--- src/rtl/bus_strobe_gen.sv ---
module bus_strobe_gen #(
  parameter int SLOW_DIV = 20,
  parameter int CFG_W    = 3
) (
  input  logic             clk,
  input  logic             rst,
  input  logic             slow_mode,
  input  logic             sel_slow,
  input  logic             sel_other,
  input  logic             rw,
  input  logic [CFG_W-1:0] setup_cfg,
  output logic             phi2,
  output logic             rd_n,
  output logic             wr_n,
  output logic             stall
);
  localparam int PW        = (SLOW_DIV > 1) ? $clog2(SLOW_DIV) : 1;
  localparam int Q_HIGH    = 2;
  localparam int Q_NLAST   = 3;
  localparam int Q_WIN     = 8;
  localparam int Q_SLAST   = Q_WIN + 1;
  localparam int Q_STALL   = Q_NLAST + 1;
  localparam int SET_MIN   = 2;
  localparam int SET_MAX   = 6;

  logic [PW-1:0] pre;
  logic [3:0]    q;
  logic          stretch, rw_q;
  logic [3:0]    set_q, set_clamped;
  logic          tick, last, strobe;

  assign tick = !slow_mode || (int'(pre) == SLOW_DIV - 1);
  assign last = stretch ? (q == 4'(Q_SLAST)) : (q == 4'(Q_NLAST));

  always_comb begin
    if (int'(setup_cfg) < SET_MIN)      set_clamped = 4'(SET_MIN);
    else if (int'(setup_cfg) > SET_MAX) set_clamped = 4'(SET_MAX);
    else                                set_clamped = 4'(setup_cfg);
  end

  always_ff @(posedge clk) begin
    if (rst || !slow_mode || tick) pre <= '0;
    else                           pre <= pre + 1'b1;
  end

  always_ff @(posedge clk) begin
    if (rst) begin
      q       <= '0;
      stretch <= 1'b0;
      rw_q    <= 1'b1;
      set_q   <= 4'(SET_MIN);
    end else if (tick) begin
      if (last) begin
        q       <= '0;
        stretch <= 1'b0;
      end else begin
        q <= q + 1'b1;
      end
      if (q == 4'(Q_HIGH - 1)) begin
        stretch <= sel_slow && !sel_other && !slow_mode;
        rw_q    <= rw;
        set_q   <= set_clamped;
      end
    end
  end

  assign phi2   = q >= 4'(Q_HIGH);
  assign strobe = stretch ? (q >= set_q && q < 4'(Q_WIN)) : phi2;
  assign rd_n   = !(strobe && rw_q);
  assign wr_n   = !(strobe && !rw_q);
  assign stall  = stretch && q >= 4'(Q_STALL);
endmodule


--- config.mk ---
export PLATFORM = sky130hd
export DESIGN_NAME = bus_strobe_gen
export DESIGN_NICKNAME = d
export VERILOG_FILES = /design/src/rtl/bus_strobe_gen.sv
export SDC_FILE = /design/constraint.sdc
export NUM_CORES = 1
export LEC_CHECK = 0
export BUFFER_PORTS_ARGS = -buffer_cell sky130_fd_sc_hd__buf_2
export CAP_MARGIN = 20
export CORE_ASPECT_RATIO = 0.9
export CORE_MARGIN = 3
export CORE_UTILIZATION = 55
export CTS_BUF_LIST = sky130_fd_sc_hd__clkbuf_8
export DETAILED_ROUTE_END_ITERATION = 10
export PLACE_DENSITY_LB_ADDON = 0.08
export SYNTH_ARGS = -nofsm -noshare
export SYNTH_HDL_FRONTEND = slang
export SYNTH_SLANG_ARGS = --single-unit
--- constraint.sdc ---
create_clock -name clk -period 3.75 [get_ports clk]
set_input_delay 0.5625 -clock clk [delete_from_list [all_inputs] [get_ports clk]]
set_output_delay 0.5625 -clock clk [all_outputs]
set_load 0.02 [all_outputs]
# ---- After elaboration in Yosys (flattened, before gate mapping)
# Cells that the tools add are included.
dict set report op_classes {
  addsub 2
  magnitude_cmp 6
  eq_ne 4
  n_mux 7
  reduce_logical 17
}
# operator n
set ops {}
lappend ops {{logical AND 1 bit} 6}
lappend ops {{two-way mux 3 bit} 2}
lappend ops {{adder 5 x 1 -> 5 bit (second input constant)} 1}
lappend ops {{== test 5 bit (second input constant)} 1}
lappend ops {{zero test 1 bit} 5}
lappend ops {{adder 4 x 1 -> 4 bit (second input constant)} 1}
lappend ops {{== test 4 x 1 -> 1 bit (second input constant)} 1}
lappend ops {{== test 4 x 2 -> 1 bit (second input constant)} 1}
lappend ops {{== test 4 bit (second input constant)} 1}
lappend ops {{>= comparator 4 x 2 -> 1 bit (second input constant)} 1}
lappend ops {{>= comparator 4 x 3 -> 1 bit (second input constant)} 1}
lappend ops {{>= comparator 4 bit} 1}
lappend ops {{< comparator 4 bit (second input constant)} 1}
lappend ops {{two-way mux 1 bit} 4}
lappend ops {{two-way mux 4 bit} 1}
lappend ops {{AND reduction 2 bit} 2}
lappend ops {{> comparator 3 bit (second input constant)} 1}
lappend ops {{logical OR 1 bit} 3}
lappend ops {{< comparator 3 x 2 -> 1 bit (second input constant)} 1}
lappend ops {{nonzero test 2 bit} 1}
dict set report word_totals {
  reg_bits 15
  out_inout_bits 4
  wordCells 41
}

# ---- Depth between registers and ports, before layout
# Gate-level depths: netlist of the first run.
dict set report depth {
  word_depth 5
  depth_mapped 6
  depth_no_buf 6
}

# ---- Worst setup path before layout of the first run
# Ideal clock, no wire load.
dict set report synth_timing {
  kind {register to output}
  start {register q[0]}
  end {output wr_n}
  t_arrival_ns 1.531
  t_required_ns 3.188
  path_slack_ns 1.656
  path_stages_with_launch 7
  n_path_buf 0
  path_cell_list {dfxtp_1 inv_1 ha_1 nand2b_1 a211oi_1 nor4_1 o21bai_1}
}
dict set report synth_via {
  elab_chain_cells 5
}
# element line
set synth_lines {}
lappend synth_lines {{start: declaration} 27} ;# logic [3:0] q;
lappend synth_lines {{start signal: assignment} 57} ;# q <= q + 1'b1;
lappend synth_lines {{>= comparator 4 bit / < comparator 4 bit (equally long branches)} 68} ;# assign strobe = stretch ? (q >= set_q && q < 4'(Q_WIN)) : phi2;
lappend synth_lines {{logical AND 1 bit} 68}
lappend synth_lines {{two-way mux 1 bit *} 68}
lappend synth_lines {{logical AND 1 bit *} 70} ;# assign wr_n = !(strobe && !rw_q);
lappend synth_lines {{zero test 1 bit *} 70}
lappend synth_lines {{end: declaration} 14} ;# output logic wr_n,
# Mark *: on every way between the ends. The rest lies on a longest branch, timed or not.

# ---- Worst setup path after layout of the first run
dict set report layout_timing {
  start {register q[0]}
  end {output rd_n}
}
dict set report layout_via {
  elab_chain_cells 5
}
# element line
set layout_lines {}
lappend layout_lines {{>= comparator 4 bit / < comparator 4 bit (equally long branches)} 68}
lappend layout_lines {{logical AND 1 bit} 68}
lappend layout_lines {{two-way mux 1 bit *} 68}
lappend layout_lines {{logical AND 1 bit *} 69} ;# assign rd_n = !(strobe && rw_q);
lappend layout_lines {{zero test 1 bit *} 69}
lappend layout_lines {{end: declaration} 13} ;# output logic rd_n,
# Marked as above.

==> metrics.txt, run 1 <==
status=complete, no violations; Mapped Nets=109; largest net degree at the start of global routing=16; Crit path largest cell delay=0.41 ns; via count=671; Buf+Inv Stages, Crit Path=2; pre-CTS setup slack=1.60 ns; # fillers=113; Die Ht=42.5 µm; clk_lat worst skew=0.25 ns; worst-margin pin slew=0.362 ns; Rel. slew slack=75.7%; Hold Buf Count CTS=0; CP delay by family, top=flip-flops; synthesized area=816 µm²; ratio of final minimum period to clock period=64.7%; GRT Overall Usage=20.4%; vias in the first global route=637; Setup Skew=0.00807 ns; Die W=46.6 µm; Synth Instances=93; layout cells sized above 1=19.8%; mean post-synth cell area=8.77 µm²; kind of start point of the critical path=flip-flop; Reg clk slew, reported paths=0.07 ns; worst hold-check path type=flip-flop to flip-flop; Max Clk Rate=412 MHz; sequential area share after synthesis=34.4%; largest family of logic cells by synthesized area=simple AND/OR/NAND/NOR gates; warning count from the yosys run=0; DIE AREA=1980 µm²; P_leak=0.378 nW; Critical Path RT=3.19 ns; Setup Total Neg Slack=0 ns; Final HPWL DP=1220 µm; area of the core=1310 µm²; TritonCTS Buffers=3; Initial DRT Pass Iterations=3; Worst Path Arrival=1.86 ns; Final min period=2.43 ns; pwr/cell area=389 nW/µm²; Distinct cells, synth=34; Simple-Gate Fraction of Synth Area=27.0%; Initial Utilization=62.5%; final setup vio count=0; Final ANT Viol Nets=0; P&R area growth vs syn=14.0%; Max Root-Sink Buffers=2; cells along the critical path=inv_1, ha_1, nand2b_1, a211oi_1, nor4_1, o21ai_1, buf_2; CTS tree=done; VDD IR-drop max=0.312 mV; # diodes=0; unrepaired setup endpoints after global routing=false; post-cts resize count=0; via/cell ratio=5.59; adder-cell share of the synthesized area=10.7%; FF+latch count, synth=14; Layout Nets=123; Hold Fails Final Rpt=0; MaxCap Viol Count=0; Num Clock Sinks=14; post-synthesis mux area share=2.45%; # rows=12; first-pass GRT wire length=2930 µm; Routed WL per cell=13.3 µm; Critical Path Fanout Max=5; # Post-CTS Setup Buffers=0; Slowest-stage cell, CP=dfxtp_1; M2 GR Usage=30.2%; port buffer count=12; placer congestion estimate=0.797; DRC=0; Multi-input gate area=483 µm²; Seq. cell area=280 µm²; CTS root buf=clkbuf_8; Starting DRT DRC Count=8; Synth Area in XOR/XNOR=4.29%; GRT overflow=0; Slew Viols, Final=0; Crit Path Class=flip-flop to output pin; endpoint class of the critical path=output pin; Clock H-tree levels=1; PnR worst setup slack=1.32 ns; Synth Area in Compound Gates=14.7%; initial antenna violation count=0; GRT busiest layer=met2; Global Route met1 Usage=27.2%; met3 Resource Use GR=6.44%; final wirelength=1600 µm; I/O pins=13
[synth_stat cells]
master	n	share of area, %
o21ai_1	1	0.61
nand2b_1	3	2.3
nor4b_1	1	1.1
nand4bb_4	1	3.4
or3_1	1	0.77
or3b_1	1	1.1
a21oi_2	1	1.1
a21oi_1	3	1.8
clkbuf_1	2	0.92
nand3b_1	2	1.8
o21bai_1	1	0.92
a31o_2	1	1.1
or4_4	1	1.4
and2_1	1	0.77
a22oi_1	1	0.92
dfxtp_1	14	34
nand2_1	5	2.3
buf_6	1	1.4
xnor2_1	3	3.2
xor2_1	1	1.1
nand3_1	4	2.5
inv_1	9	4.1
mux2i_1	2	2.5
o211ai_2	1	1.5
o221ai_1	1	1.1
o31ai_1	2	1.8
nor4_1	2	1.5
nor3_1	2	1.2
a211oi_1	1	0.92
a211o_1	1	1.1
nor2_1	11	5.1
ha_1	7	11
o21ai_0	3	1.8
nor3b_1	2	1.8
[where the power goes]
part	total, mW	switching (mW)	internal, mW
registers	0.161	0.00651	0.154
clock network	0.152	0.0585	0.0931
logic	0.0495	0.0290	0.0205
total	0.362	0.0940	0.268
[through the flow]
stage / power (mW) / hold WS (ns) / cell area (µm²) / utilization [%] / instances
global route: 0.381 / 0.516 / 930 / 71.2 / 120
CTS: 0.365 / 0.458 / 930 / 71.2 / 120
floorplan: 0.198 / 0.418 / 816 / - / 93
detailed placement: 0.214 / 0.445 / 875 / 67.0 / 116
global placement: 0.211 / 0.430 / 875 / 67.0 / 116
finish: 0.362 / 0.458 / 930 / 71.2 / 120
[registers in the layout, indices dropped and copies added, names as in the netlist]
register / cells
rw_q: 1
set_q: 3
stretch: 1
pre: 5
q: 4
[cell families after synthesis]
| kind of cell | after synthesis |
|---|---|
| simple gates | 37 |
| compound gates | 17 |
| flops | 14 |
| buf+inv | 12 |
| fa+ha+maj | 7 |
| xor+xnor | 4 |
| mux | 2 |
[cell type report]
class	instances	share of cell area (%)
inverter	9	3.63
tap	14	1.88
clock buffer	4	5.92
timing repair buffer	12	6.46
sequential	14	30.1
multi-input combinational	67	52.0
[path summary, 6_finish.rpt]
check	start	to	slack, ns	cells past startpoint
hold reg to reg	pre[0]	pre[0]	0.46	1
setup / recovery	q[0]	rd_n	1.32	7
hold / removal	pre[0]	pre[0]	0.46	1
setup reg to reg	q[1]	set_q[2]	1.99	6
[placed cells by master, fill, tap and decap left out, types with 2 or more instances in the layout]
cell type and n:
nor4_1 2, inv_1 9, xnor2_1 3, mux2i_1 2, buf_2 12, ha_1 7
o21ai_0 3, nor3b_1 2, dfxtp_1 14, nand3_1 4, nor3_1 2, nand2b_1 3
clkbuf_8 4, nor2_1 11, a21oi_1 3, nand3b_1 2, o31ai_1 2, nand2_1 5
[metal layers]
| layer | wire length [µm] | vias up | part of all wire [%] |
|---|---|---|---|
| met5 | 0 | - | 0 |
| met4 | 8 | 0 | 0.50 |
| met3 | 66 | 2 | 4.1 |
| met2 | 789 | 9 | 49 |
| met1 | 735 | 310 | 46 |
| li1 | - | 350 | - |
[worst register-to-register path: stages (launching register included)]
cell,delay [ns]
dfxtp_1,0.39
inv_1,0.12
ha_1,0.17
or3b_1,0.40
a21oi_2,0.27
mux2i_1,0.24
nor2_1,0.05
(Power assumes the default switching activity.)
==> inputs of run 2 (changes only) <==
- ABC_AREA: default -> 1
- clock period: 3.75 -> 2.43 ns (I/O delays scaled with it)
==> metrics.txt, run 2 <==
layout cells sized above 1=16.7%; post-cts resize count=0; final setup vio count=0; pre-CTS setup slack=0.697 ns; Max Root-Sink Buffers=2; Hold Worst Slack=0.316 ns; CTS tree=done; Largest Register=pre; post-layout util=70.8%; P&R area growth vs syn=15.3%; CP delay by family, top=flip-flops; Rel. slew slack=75.1%; biggest registers after layout=pre x5, q x4, set_q x3; CTS root buf=clkbuf_8; Synth top area share=35.3%; FF+latch count, synth=14; Die W=46.0 µm; unrepaired setup endpoints after global routing=false; Reg clk slew, reported paths=0.06 ns; Setup Total Neg Slack=0 ns; Hold Fails Final Rpt=0; Num Clock Sinks=14; ratio of final minimum period to clock period=82.4%; Crit path largest cell delay=0.41 ns; Routed WL per cell=10.9 µm; Final min period=2.00 ns; first-pass GRT wire length=2690 µm; Buf+Inv Stages, Crit Path=3; Slew Viols, Final=0; Final ANT Viol Nets=0; placement-stage cell area=860 µm²; pwr/cell area=602 nW/µm²; vias in the first global route=648; area of the core=1290 µm²; ranking of synthesized cells by area=dfxtp_1, nand2_1, ha_1; MaxCap Viol Count=0; final non-filler cell total=140; DRC=0; Initial Utilization=61.4%; initial antenna violation count=0; synthesized area=793 µm²; cells along the critical path=inv_1, ha_1, inv_1, nand2_1, nand2_1, nand2_1, nand2_1, nand2_1, nand2_1, nand2_1, nand2_1, buf_2; number of synthesized flops with an enable pin=0; Initial DRT Pass Iterations=4; Distinct cells, synth=17; worst-margin pin slew=0.373 ns; worst hold-check path type=primary input to flip-flop; Synth Instances=111; Setup Skew=0.00174 ns; Critical path origin=q[0]; port buffer count=12; clk_lat worst skew=0.24 ns; Crit Path Class=flip-flop to output pin; endpoint of the worst setup timing path=wr_n; Critical Path RT=2.07 ns; Layout Nets=143; Worst Reg-to-Reg Cells=6; P_leak=0.464 nW; Critical Path Fanout Max=5; sequential area share after synthesis=35.3%; dpl cells=136; commonest cells after routing, fill and taps aside=nand2_1, inv_1, nor2_1, dfxtp_1, buf_2; max FFs per register=5; top-count cell post-synth=nand2_1; I/O pins=13; placer congestion estimate=0.846; Max Clk Rate=499 MHz; Crit path top cell by count=nand2_1; Reg-to-Reg End=set_q[1]; post-route cell area=915 µm²; Pwr Total=0.550 mW; critical path depth in cells=12; commonest non-fill, non-tap cell in the layout=nand2_1; Final HPWL DP=1210 µm; Clock H-tree levels=1; via count=703; via/cell ratio=5.02; PnR worst setup slack=0.428 ns; worst r2r src=q[1]; GRT Overall Usage=18.8%; GRT overflow=0; Worst Path Arrival=1.64 ns; reg2reg setup slack=0.96 ns; Slowest-stage cell, CP=dfxtp_1; Main synth FF type=dfxtp_1; TritonCTS Buffers=3; Hold Buf Count CTS=0; warning count from the yosys run=0; status=complete, no violations; synth cell count leaders=nand2_1, inv_1, dfxtp_1, nor2_1, nand3_1; kind of start point of the critical path=flip-flop; VDD IR-drop max=0.528 mV; # fillers=116; # rows=12; post-synthesis async set-or-reset flop share=0%; largest net degree at the start of global routing=14; Mapped Nets=127; # Post-CTS Setup Buffers=0; Yosys top cell by area=dfxtp_1; # diodes=0; mean post-synth cell area=7.15 µm²; Starting DRT DRC Count=13; final wirelength=1520 µm; endpoint class of the critical path=output pin; DIE AREA=1930 µm²; Die Ht=42.0 µm
==> run 2: cell count changes in the layout (fill, tap and decap cells not counted), sizes merged, moves of 3 or more <==
cell	delta
o21ai	-3
nand3	+9
nand2b	-3
inv	+6
nor2	+3
nand2	+27
xnor2	-3
==> run 2: cell type report <==
type                       instances  area [µm²]  share of cell area [%]
multi-input combinational         81         445                    48.7
sequential                        14         280                    30.6
timing repair buffer              12        60.1                    6.57
inverter                          15        56.3                    6.16
clock buffer                       4        55.1                    6.02
tap                               14        17.5                    1.92
==> run 2: kinds of logic after synthesis <==
logic type / share of synthesized area [%]
compound gates: 5.68
xor+xnor: 3.31
fa+ha+maj: 11.0
buf+inv: 8.52
flops: 35.3
simple gates: 36.1
==> run 2: layer usage <==
metal | vias up | global-route usage (%) | routed length [µm]
met2 | 22 | 29.1 | 688
met4 | 0 | 6.82 | 14
met5 | - | 0 | 0
met1 | 299 | 24.4 | 728
met3 | 2 | 5.15 | 91
li1 | 380 | - | -
==> run 2: how the worst min path moves through the flow <==
stage | start | end | slack, ns | cells after the start
after floorplan | pre[0] | pre[0] | 0.42 | 1
after global placement | pre[0] | pre[0] | 0.43 | 1
after detailed placement | pre[0] | pre[0] | 0.45 | 1
after CTS | rst | set_q[2] | 0.31 | 2
after global routing | rst | set_q[2] | 0.32 | 2
final | rst | set_q[2] | 0.32 | 2
==> run 2: where the power goes <==
| group | total (mW) | internal [mW] | switching (mW) |
|---|---|---|---|
| clock network | 0.226 | 0.143 | 0.0827 |
| logic | 0.0780 | 0.0304 | 0.0476 |
| registers | 0.246 | 0.238 | 0.00778 |
==> run 2: worst reg2reg max path: cells and delay by family (launching register included) <==
family / cells / cell delay (ns)
buffers and inverters: 1 / 0.15
and+or+nand+nor: 4 / 0.66
DFF: 1 / 0.35
adders and majority gates: 1 / 0.19
==> inputs of run 3 (changes only) <==
- CORE_UTILIZATION: 55 -> 51
- clock period: 2.43 -> 1.7 ns (I/O delays scaled with it)
==> metrics.txt, run 3 (synthesized netlist as in run 2, its figures left out) <==
status=complete, no violations; area of the core=1340 µm²; switching pwr=0.208 mW; max FFs per register=5; Die W=47.6 µm; Final min period=1.70 ns; Max Clk Rate=590 MHz; Critical Path Fanout Max=2; Crit path top cell by count=nand2_1; Crit Path Class=flip-flop to output pin; placer congestion estimate=0.826; Setup Skew=0.00481 ns; VDD IR-drop max=0.560 mV; Final HPWL DP=1150 µm; PnR worst setup slack=0.00373 ns; GRT Overall Usage=18.6%; Initial DRT Pass Iterations=4; Flop pwr share=43.3%; Clock H-tree levels=1; Layout Nets=147; commonest non-fill, non-tap cell in the layout=nand2_1; DRC=0; Num Clock Sinks=14; I/O pins=13; MaxCap Viol Count=0; Die Ht=43.4 µm; Starting DRT DRC Count=24; Crit path largest cell delay=0.35 ns; kind of start point of the critical path=flip-flop; biggest registers after layout=pre x5, q x4, set_q x3; first-pass GRT wire length=2620 µm; Slew Viols, Final=0; endpoint class of the critical path=output pin; placement-stage cell area=875 µm²; clk_lat worst skew=0.25 ns; via count=722; Worst Path Arrival=1.44 ns; cells along the critical path=inv_4, ha_4, inv_2, nand2_1, nand2_1, nand2_1, nand2_1, nand2_1, nand2_1, nand2_1, nand2_1, buf_6; Int Power=0.605 mW; post-route cell area=973 µm²; Initial Utilization=59.4%; Hold Fails Final Rpt=0; largest net degree at the start of global routing=14; Rel. slew slack=80.6%; reg2reg setup slack=0.23 ns; Sw Share=25.6%; worst-margin pin slew=0.291 ns; worst r2r src=q[0]; # fillers=111; final wirelength=1600 µm; Max Root-Sink Buffers=2; Slowest-stage cell, CP=dfxtp_2; Critical Path RT=1.44 ns; CTS root buf=clkbuf_8; Comb pwr share=16.6%; hold_sp=rst; Largest Register=pre; via/cell ratio=5.01; GRT overflow=0; clock network fraction of total power=40.1%; TritonCTS Buffers=3; ratio of final minimum period to clock period=99.8%; Final ANT Viol Nets=0; initial antenna violation count=0; Reg clk slew, reported paths=0.05 ns; P_leak=0.490 nW; CTS tree=done; unrepaired setup endpoints after global routing=true; worst hold-check path type=primary input to flip-flop; layout cells sized above 1=22.3%; GRT busiest layer=met2; final setup vio count=0; met3 Resource Use GR=6.22%; Critical path origin=q[0]; Routed WL per cell=11.1 µm; P&R area growth vs syn=22.7%; port buffer count=12; DIE AREA=2070 µm²; pwr/cell area=836 nW/µm²; pre-CTS setup slack=0.168 ns; commonest cells after routing, fill and taps aside=nand2_1, nor2_1, inv_1, dfxtp_1, nand3_1; Global Route met1 Usage=24.7%; # rows=12; # diodes=0; M2 GR Usage=25.4%; vias in the first global route=596
## run 3: changes by cell type in the layout (fill, tap and decap cells not counted), moves of 2 or more
cell,before,now
buf_2,12,10
buf_4,0,4
buf_6,0,2
inv_1,15,13
## run 3: repair_timing
| item | in CTS | in global routing |
|---|---|---|
| hold buffers | 0 | 0 |
| pin swaps | 2 | 1 |
| endpoints found under the setup margin | 2 | 2 |
| gates resized for setup | 9 | 0 |
| setup buffers | 1 | 1 |
## run 3: area by class of cell
| cell class | instances | area (µm²) | area share [%] |
|---|---|---|---|
| Tap cell | 14 | 17.5 | 1.80 |
| Clock buffer | 4 | 55.1 | 5.66 |
| Sequential cell | 14 | 282 | 28.9 |
| Timing Repair Buffer | 16 | 103 | 10.5 |
| Multi-Input combinational cell | 81 | 458 | 47.0 |
| Inverter | 15 | 58.8 | 6.04 |
## run 3: final timing paths
path,to,depth (start not counted)
max reg2reg,set_q[0],8
min,set_q[2],2
min reg2reg,pre[0],1
max,wr_n,12
## run 3: routing by layer
layer  wire, µm  share of wire [%]  vias up
li1           -                  -      387
met1        780                 49      315
met2        695                 43       14
met3         77                4.8        6
met4         44                2.8        0
met5          0                  0        -
## run 3: worst max-delay path: cells and delay by family (launching register included)
family	cells	cell delay, ns
buffers and inverters	3	0.19
and+or+nand+nor	8	0.39
adders and majority gates	1	0.25
DFF	1	0.35
## run 3: power groups by stage
stage	combinational [mW]	clock (mW)	sequential (mW)
after detailed placement	0.118	0	0.357
after global placement	0.115	0	0.356
final	0.135	0.326	0.352
after global routing	0.153	0.348	0.353
after CTS	0.131	0.335	0.352
after floorplan	0.0818	0	0.356
## run 3: stage by stage
stage               TNS, ns  total power [mW]  instances  util (%)  hold slack [ns]
finish                    0             0.813        144      72.8            0.193
global route         -0.219             0.853        144      72.8            0.188
CTS                 -0.0112             0.817        143      72.3            0.186
detailed placement        0             0.475        138      65.4            0.447
global placement          0             0.472        138      65.4            0.431
floorplan                 0             0.437        111         -            0.317
